`src/rtl/dll_seq_pkg.sv`:
```
`timescale 1ns/1ps
package dll_seq_pkg;
  typedef enum logic [3:0] {
    ST_IDLE,
    ST_EN,
    ST_START,
    ST_WAIT,
    ST_FORCE,
    ST_RESYNC,
    ST_DONE,
    ST_LOCKED,
    ST_ERR
  } seq_st_e;
endpackage

```
`src/rtl/dll_seq_cnt.sv`:
```
`timescale 1ns/1ps
module dll_seq_cnt #(
  parameter int W = 4
) (
  input  logic         clk_i,
  input  logic         rst_ni,
  input  logic         clr_i,
  input  logic         en_i,
  output logic [W-1:0] cnt_o
);
  always_ff @(posedge clk_i or negedge rst_ni) begin
    if (!rst_ni)     cnt_o <= '0;
    else if (clr_i)  cnt_o <= '0;
    else if (en_i)   cnt_o <= cnt_o + 1'b1;
  end
endmodule

```
`src/rtl/dll_seq_fsm.sv`:
```
`timescale 1ns/1ps
module dll_seq_fsm
  import dll_seq_pkg::*;
(
  input  logic    clk_i,
  input  logic    rst_ni,
  input  logic    go_i,
  input  logic    coarse_i,
  input  logic    fine_i,
  input  logic    freeze_i,
  input  logic    to_hit_i,
  input  logic    rs_hit_i,
  output seq_st_e st_o,
  output logic    frz_o,
  output logic    ld_fields_o,
  output logic    ld_force_o
);
  seq_st_e st_q, st_d;
  logic    frz_q;
  logic    locked;

  assign locked      = coarse_i && fine_i;
  assign ld_fields_o = ((st_q == ST_IDLE) || (st_q == ST_LOCKED)) && go_i;
  assign ld_force_o  = (st_q == ST_WAIT) && locked && freeze_i;

  always_comb begin
    st_d = st_q;
    unique case (st_q)
      ST_IDLE, ST_LOCKED: if (go_i) st_d = ST_EN;
      ST_EN:     st_d = ST_START;
      ST_START:  st_d = ST_WAIT;
      ST_WAIT: begin
        if (locked)        st_d = freeze_i ? ST_FORCE : ST_RESYNC;
        else if (to_hit_i) st_d = ST_ERR;
      end
      ST_FORCE:  st_d = ST_RESYNC;
      ST_RESYNC: if (rs_hit_i) st_d = ST_DONE;
      ST_DONE:   st_d = ST_LOCKED;
      ST_ERR:    st_d = ST_ERR;
      default:   st_d = ST_IDLE;
    endcase
  end

  always_ff @(posedge clk_i or negedge rst_ni) begin
    if (!rst_ni) begin
      st_q  <= ST_IDLE;
      frz_q <= 1'b0;
    end else begin
      st_q <= st_d;
      if (ld_fields_o)     frz_q <= 1'b0;
      else if (ld_force_o) frz_q <= 1'b1;
    end
  end

  assign st_o  = st_q;
  assign frz_o = frz_q;


  wait_hold_chk: assert property (@(posedge clk_i) disable iff (!rst_ni)
    (st_q == ST_WAIT && !(coarse_i && fine_i)) |=> (st_q == ST_WAIT || st_q == ST_ERR));


  busy_ignore_go_chk: assert property (@(posedge clk_i) disable iff (!rst_ni)
    (st_q == ST_START || st_q == ST_WAIT || st_q == ST_ERR) |=> st_q != ST_EN);
endmodule

```
`src/rtl/dll_lock_seq.sv`:
```
`timescale 1ns/1ps
module dll_lock_seq
  import dll_seq_pkg::*;
#(
  parameter int SP_W         = 8,
  parameter int INC_W        = 8,
  parameter int LOCK_W       = 10,
  parameter int LOCK_TIMEOUT = 4096,
  parameter int RESYNC_CYC   = 4
) (
  input  logic              clk_i,
  input  logic              rst_ni,
  input  logic              go_i,
  input  logic              fixed_mode_i,
  input  logic              low_freq_i,
  input  logic [SP_W-1:0]   start_point_i,
  input  logic [INC_W-1:0]  inc_i,
  input  logic              coarse_lock_i,
  input  logic              fine_lock_i,
  input  logic [LOCK_W-1:0] lock_value_i,
  output logic [SP_W-1:0]   start_point_o,
  output logic [INC_W-1:0]  inc_o,
  output logic              dll_on_o,
  output logic              start_o,
  output logic [LOCK_W-3:0] force_o,
  output logic              resync_o,
  output logic              done_o,
  output logic              error_o
);
  localparam int FORCE_W = LOCK_W - 2;
  localparam int TO_W    = $clog2(LOCK_TIMEOUT + 1);
  localparam int RS_W    = $clog2(RESYNC_CYC + 1);
  localparam logic [TO_W-1:0] TO_LAST = TO_W'(LOCK_TIMEOUT - 1);
  localparam logic [RS_W-1:0] RS_LAST = RS_W'(RESYNC_CYC - 1);

  seq_st_e             st;
  logic                frz, ld_fields, ld_force;
  logic [TO_W-1:0]     to_cnt;
  logic [RS_W-1:0]     rs_cnt;
  logic [SP_W-1:0]     sp_q;
  logic [INC_W-1:0]    inc_q;
  logic [FORCE_W-1:0]  force_q;
  logic                in_wait, in_rs;

  assign in_wait = (st == ST_WAIT);
  assign in_rs   = (st == ST_RESYNC);

  dll_seq_cnt #(.W(TO_W)) u_to_cnt (
    .clk_i (clk_i), .rst_ni (rst_ni),
    .clr_i (!in_wait), .en_i (in_wait), .cnt_o (to_cnt)
  );

  dll_seq_cnt #(.W(RS_W)) u_rs_cnt (
    .clk_i (clk_i), .rst_ni (rst_ni),
    .clr_i (!in_rs), .en_i (in_rs), .cnt_o (rs_cnt)
  );

  dll_seq_fsm u_fsm (
    .clk_i       (clk_i),
    .rst_ni      (rst_ni),
    .go_i        (go_i),
    .coarse_i    (coarse_lock_i),
    .fine_i      (fine_lock_i),
    .freeze_i    (fixed_mode_i && low_freq_i),
    .to_hit_i    (to_cnt == TO_LAST),
    .rs_hit_i    (rs_cnt == RS_LAST),
    .st_o        (st),
    .frz_o       (frz),
    .ld_fields_o (ld_fields),
    .ld_force_o  (ld_force)
  );

  // control field capture
  always_ff @(posedge clk_i or negedge rst_ni) begin
    if (!rst_ni) begin
      sp_q    <= '0;
      inc_q   <= '0;
      force_q <= '0;
    end else begin
      if (ld_fields) begin
        sp_q    <= start_point_i;
        inc_q   <= inc_i;
        force_q <= '0;
      end else if (ld_force) begin
        force_q <= lock_value_i[LOCK_W-1:2];
      end
    end
  end

  always_comb begin
    dll_on_o = 1'b0;
    start_o  = 1'b0;
    unique case (st)
      ST_EN:                       dll_on_o = 1'b1;
      ST_START, ST_WAIT, ST_FORCE: begin dll_on_o = 1'b1; start_o = 1'b1; end
      ST_RESYNC, ST_DONE, ST_LOCKED: begin dll_on_o = !frz; start_o = 1'b1; end
      default: ;
    endcase
  end

  assign start_point_o = sp_q;
  assign inc_o         = inc_q;
  assign force_o       = force_q;
  assign resync_o      = in_rs;
  assign done_o        = (st == ST_DONE);
  assign error_o       = (st == ST_ERR);


  start_after_on_chk: assert property (@(posedge clk_i) disable iff (!rst_ni)
    $rose(start_o) |-> dll_on_o && $past(dll_on_o));


  freeze_drop_chk: assert property (@(posedge clk_i) disable iff (!rst_ni)
    ($fell(dll_on_o) && !error_o) |-> resync_o && $stable(force_o));


  resync_len_chk: assert property (@(posedge clk_i) disable iff (!rst_ni)
    resync_o |-> (rs_cnt <= RS_LAST));


  done_pulse_chk: assert property (@(posedge clk_i) disable iff (!rst_ni)
    done_o |=> !done_o);


  done_after_resync_chk: assert property (@(posedge clk_i) disable iff (!rst_ni)
    done_o |-> $past(resync_o) && !resync_o);


  err_sticky_chk: assert property (@(posedge clk_i) disable iff (!rst_ni)
    error_o |=> error_o && !dll_on_o && !start_o && !resync_o);
endmodule

```
`config.mk`:
```
export PLATFORM = sky130hd
export DESIGN_NAME = dll_lock_seq
export DESIGN_NICKNAME = d
export VERILOG_FILES = /design/src/rtl/dll_seq_pkg.sv /design/src/rtl/dll_seq_cnt.sv /design/src/rtl/dll_seq_fsm.sv /design/src/rtl/dll_lock_seq.sv
export SDC_FILE = /design/constraint.sdc
export NUM_CORES = 1
export LEC_CHECK = 0
export CORE_ASPECT_RATIO = 1.75
export CORE_MARGIN = 2
export CORE_UTILIZATION = 25
export DETAILED_ROUTE_END_ITERATION = 16
export DONT_BUFFER_PORTS = 1
export GPL_ROUTABILITY_DRIVEN = 1
export PLACE_DENSITY = 0.44
export SLEW_MARGIN = 20
export SYNTH_ARGS = -nofsm -noshare
export SYNTH_HDL_FRONTEND = slang
export SYNTH_SLANG_ARGS = --single-unit
```
`constraint.sdc`:
```
create_clock -name clk_i -period 3.6 [get_ports clk_i]
set_input_delay 0.36 -clock clk_i [delete_from_list [all_inputs] [get_ports clk_i]]
set_output_delay 0.36 -clock clk_i [all_outputs]
set_load 0.02 [all_outputs]
```
After elaboration in Yosys (flattened, before gate mapping) --
Cells that the tools add are included.
Storage, ports and cells: word-level logic and storage cells 50, output and inout port bits 29, bits in registers 45, input bits 33
Cells by class: reduce and logical (&&, ||, !) cells 14, $add $sub $neg 2, mux-type cells 14, equality and inequality tests 13
Operators with widths (number):
- 4-bit one-hot mux with 8 select lines | 1
- 4-bit by 3-bit equality test with 1-bit output (second input constant) | 4
- 4-bit two-way mux | 4
- 8-bit two-way mux | 2
- 13-bit by 1-bit adder with 13-bit output (second input constant) | 1
- 13-bit by 12-bit equality test with 1-bit output (second input constant) | 1
- 13-bit two-way mux | 1
- 4-bit by 2-bit equality test with 1-bit output (second input constant) | 2
- 6-bit OR reduction | 1
- 1-bit logical AND | 5
- 4-bit by 1-bit equality test with 1-bit output (second input constant) | 1
- 4-bit equality test (second input constant) | 1
- 4-bit zero test | 1
- 1-bit two-way mux | 4
- 4-bit OR reduction | 1
- 3-bit by 1-bit adder with 3-bit output (second input constant) | 1
- 3-bit by 2-bit equality test with 1-bit output (second input constant) | 1
- 3-bit two-way mux | 1
- 3-bit by 1-bit inequality test with 1-bit output (second input constant) | 1
- 3-bit AND reduction | 1
- 3-bit OR reduction | 1
- 2-bit by 1-bit inequality test with 1-bit output (second input constant) | 1
- 2-bit inequality test (second input constant) | 1
- 1-bit one-hot mux with 2 select lines | 1
- 4 further kinds | 4

Depth between registers and ports, before layout --
depth in word-level cells 5, depth in mapped cells 7, gate-level depth less buffers 6

Hierarchy --
Synthesis repeated with hierarchy kept, for this count alone.
Unflattened totals: cells, all modules 192, area total of the unflattened synthesis 2252.2 um^2
Modules (own cells, without submodules):
- dll_lock_seq | times used 1, area each 1114.8 um^2, seq. area each 600.6 um^2, cells an instance 80
- dll_seq_cnt (u_to_cnt) | times used 1, area each 669.4 um^2, seq. area each 325.3 um^2, cells an instance 66
- dll_seq_fsm | times used 1, area each 331.6 um^2, seq. area each 125.1 um^2, cells an instance 35
- dll_seq_cnt (u_rs_cnt) | times used 1, area each 136.4 um^2, seq. area each 75.1 um^2, cells an instance 11

Worst setup path after synthesis --
Ideal clock, no wire load.
path type register to output, start register u_fsm.st_q[0] (netlist: u_fsm.st_o[0]), end output port done_o, slack 1.938 ns, required time 3.240 ns, stages on the path, launching flop included 3, arrival 1.302 ns, path buffers 1, path through dfrtp_1 -> buf_2 -> nor4b_1
Between the ends: cells in the longest elaborated chain, start to end 1
Ends and longest elaborated chain:
- start: declaration | line dll_seq_fsm.sv:18 | seq_st_e st_q, st_d;
- start signal: assignment | line dll_seq_fsm.sv:49 | st_q <= st_d;
- 4-bit by 3-bit equality test with 1-bit output | line dll_lock_seq.sv:105 | assign done_o = (st == ST_DONE);
- end: declaration | line dll_lock_seq.sv:27 | output logic done_o,
No other way between the ends.

Worst setup path after layout --
start register u_fsm.st_q[2] (netlist: u_fsm.st_o[2]), end output port done_o
Same word-level chain as after synthesis.

==> flow_metrics.env <==
export IMPL_status="completed"
export IMPL_cts_sinks=45
export IMPL_cp_start_kind="flop"
export IMPL_clock_path_buffers=2
export IMPL_drt_iter0_markers=58
export IMPL_post_cts_resized=0
export IMPL_yosysTopAreaCell="dfrtp_1"
export IMPL_cp_slowest_stage_delay_ns=0.82
export IMPL_pin_count=62
export IMPL_avgSynthCellArea_sq_um=9.29
export IMPL_finalInstanceArea_sq_um=2270
export IMPL_cts_setup_buffers=0
export IMPL_grt_pass1_wl_microns=7170
export IMPL_track_usage_pct=10.9
export IMPL_maxSlewHeadroom_pct=33.4
export IMPL_yosysMostFrequentCell="nand2_1"
export IMPL_vias=1428
export IMPL_cts_root_buf="clkbuf_16"
export IMPL_hold_violations=0
export IMPL_yosysTopAreaCellShare_pct=55.6
export IMPL_syn_inst=218
export IMPL_crit_path_top_delay_cell="nor4b_1"
export IMPL_grt_pass1_vias=1426
export IMPL_end_kind="output pin"
export IMPL_routabilityCongestion=0.758
export IMPL_placed_cell_area_sq_um=2080
export IMPL_gr_total_overflow=0
export IMPL_final_max_slew_viol_count=0
export IMPL_io_buffers=0
export IMPL_vias_per_cell=4.65
export IMPL_die_area_sq_um=8870
export IMPL_powerDensity_nw_per_um2=769
export IMPL_worst_pin_slew_ns=0.986
export IMPL_cts_htree_levels=2
export IMPL_cp_num_buf_inv=1
export IMPL_synth_seq_area_share_pct=55.6
export IMPL_crit_arrival_ns=1.75
export IMPL_fin_crit_sh_pct=58.7
export IMPL_rsz0062_at_grt="no"
export IMPL_drive_gt1_share_pct=6.91
export IMPL_maxCapViolCount=0
export IMPL_die_h_microns=123
export IMPL_drt_wl_total_microns=4450
export IMPL_crit_fanout=10
export IMPL_syn_to_final_growth_pct=12.0
export IMPL_synth_edff_count=0
export IMPL_syn_num_nets=254
export IMPL_hold_buffers=2
export IMPL_min_period_ns=2.11
export IMPL_crit_required_ns=3.24
export IMPL_synth_warnings=0
export IMPL_cp_top_family="simple AND/OR/NAND/NOR gates"
export IMPL_n_antenna_cell=0
export IMPL_numCtsBuffers=5
export IMPL_p_leak_nw=1.05
export IMPL_drc=0
export IMPL_dp_hpwl_microns=3090
export IMPL_core_sq_um=7910
export IMPL_clock_skew_ns=0.00768
export IMPL_postRouteAntennaNets=0
export IMPL_final_nets=253
export IMPL_antenna_found_initial=0
export IMPL_cts_tree="built"
export IMPL_grt_max_degree=46
export IMPL_ir_worst_vdd_v=0.000272
export IMPL_fmax_mhz=474
export IMPL_synth_flop_cell="dfrtp_1"
export IMPL_async_flop_share_pct=100
export IMPL_setup_viol=0
export IMPL_initial_core_util_pct=25.6
export IMPL_worstHoldPathType="in -> reg"
export IMPL_reg2reg_slack_ns=1.76
export IMPL_crit_type="reg -> out"
export IMPL_avgRoutedWirePerCell_microns=14.5
export IMPL_clk_pin_slew_worst_paths_ns=0.06
export IMPL_synthTopCellsByArea="dfrtp_1, nand2_1, nor2_1, o21ai_0, xor2_1"
export IMPL_path_cells="inv_1, nor4b_1"
export IMPL_fp_dieW_microns=72.0
export IMPL_ys_ff_latch=45
export IMPL_dpl_cell_count=298
export IMPL_netlist_cell_type_count=38
export IMPL_setup_tns_ns=0
export IMPL_rows=43
export IMPL_worstSkewPairLatency_ns=0.29
export IMPL_yosys_top_cells_count="nand2_1, dfrtp_1, nor2_1, o21ai_0, buf_2"
export IMPL_stdcell_count=307
export IMPL_dr_pass1_iters=4
export IMPL_syn_area_sq_um=2030
## area by class of cell
cell class                 count  area [sq um]
timing repair buffer           3          45.0
inverter                       5          18.8
clock inverter                 1          7.51
sequential                    45          1130
tap                           90           113
multi-input combinational    157           820
clock buffer                   6           139
fill                         841          5640
## path summary, 6_finish.rpt
path                                    from                end  cells past startpoint
setup / recovery               u_fsm.st_o[2]             done_o                      2
hold / removal              start_point_i[0]   start_point_o[0]                      2
setup reg to reg               u_fsm.st_o[0]   start_point_o[6]                      4
hold reg to reg            u_rs_cnt.cnt_o[0]  u_rs_cnt.cnt_o[0]                      1
max in group asynchronous             rst_ni  u_rs_cnt.cnt_o[1]                      2
min in group asynchronous             rst_ni  u_rs_cnt.cnt_o[2]                      2
## flip-flops by register name, summed over array words and instances (netlist names)
name	count
force_o	8
inc_o	8
start_point_o	8
u_fsm.frz_o	1
u_fsm.st_o	4
u_rs_cnt.cnt_o	3
u_to_cnt.cnt_o	13
## metrics by stage
stage | worst slack [ns] | power, mW | hold slack [ns] | utilization (%)
2_1_floorplan | 1.94 | 1.21 | 0.0644 | -
3_3_place_gp | 1.61 | 1.28 | 0.0663 | 26.3
3_5_place_dp | 1.58 | 1.29 | 0.0668 | 26.3
4_1_cts | 1.45 | 1.78 | 0.166 | 28.6
5_1_grt | 1.42 | 1.86 | 0.168 | 28.7
6_report | 1.49 | 1.74 | 0.172 | 28.7
## worst reg2reg max path, stage by stage, from the launching register on
cell	delay (ns)
dfrtp_1	0.49
nor3_2	0.41
o21a_1	0.67
nand2_1	0.13
nand2_1	0.08
## layer usage
| metal | up-vias | wire length (microns) | global-route usage, % |
|---|---|---|---|
| li1 | 703 | - | - |
| met1 | 683 | 1690 | 10.9 |
| met2 | 36 | 2380 | 19.2 |
| met3 | 6 | 275 | 3.99 |
| met4 | 0 | 104 | 6.37 |
| met5 | - | 0 | 0 |
## cells by family (layout without fill, tap and decap cells)
group | Yosys count | in the layout | synth area share, %
simple gates | 122 | 122 | 27.4
buf+inv | 16 | 15 | 4.32
mux | 1 | 1 | 0.556
flops | 45 | 45 | 55.6
xor+xnor | 9 | 9 | 3.89
compound gates | 22 | 22 | 6.42
fa+ha+maj | 3 | 3 | 1.85
## placed cells by master, fill, tap and decap left out, types with 2 or more instances in the layout
cell type,count
nor3_1,3
clkbuf_16,5
inv_1,5
dfrtp_1,45
nand2_1,69
nand4_1,5
nor2b_1,3
xnor2_1,4
nand3_1,4
xor2_1,5
a21oi_1,3
nor4_1,2
nor2_1,21
ha_1,3
and2_1,2
and3_1,3
o21ai_0,12
## where the power goes
part / switching [mW] / internal [mW]
combinational: 0.243 / 0.129
sequential: 0.264 / 0.647
clock: 0.189 / 0.272
(Power assumes the default switching activity.)
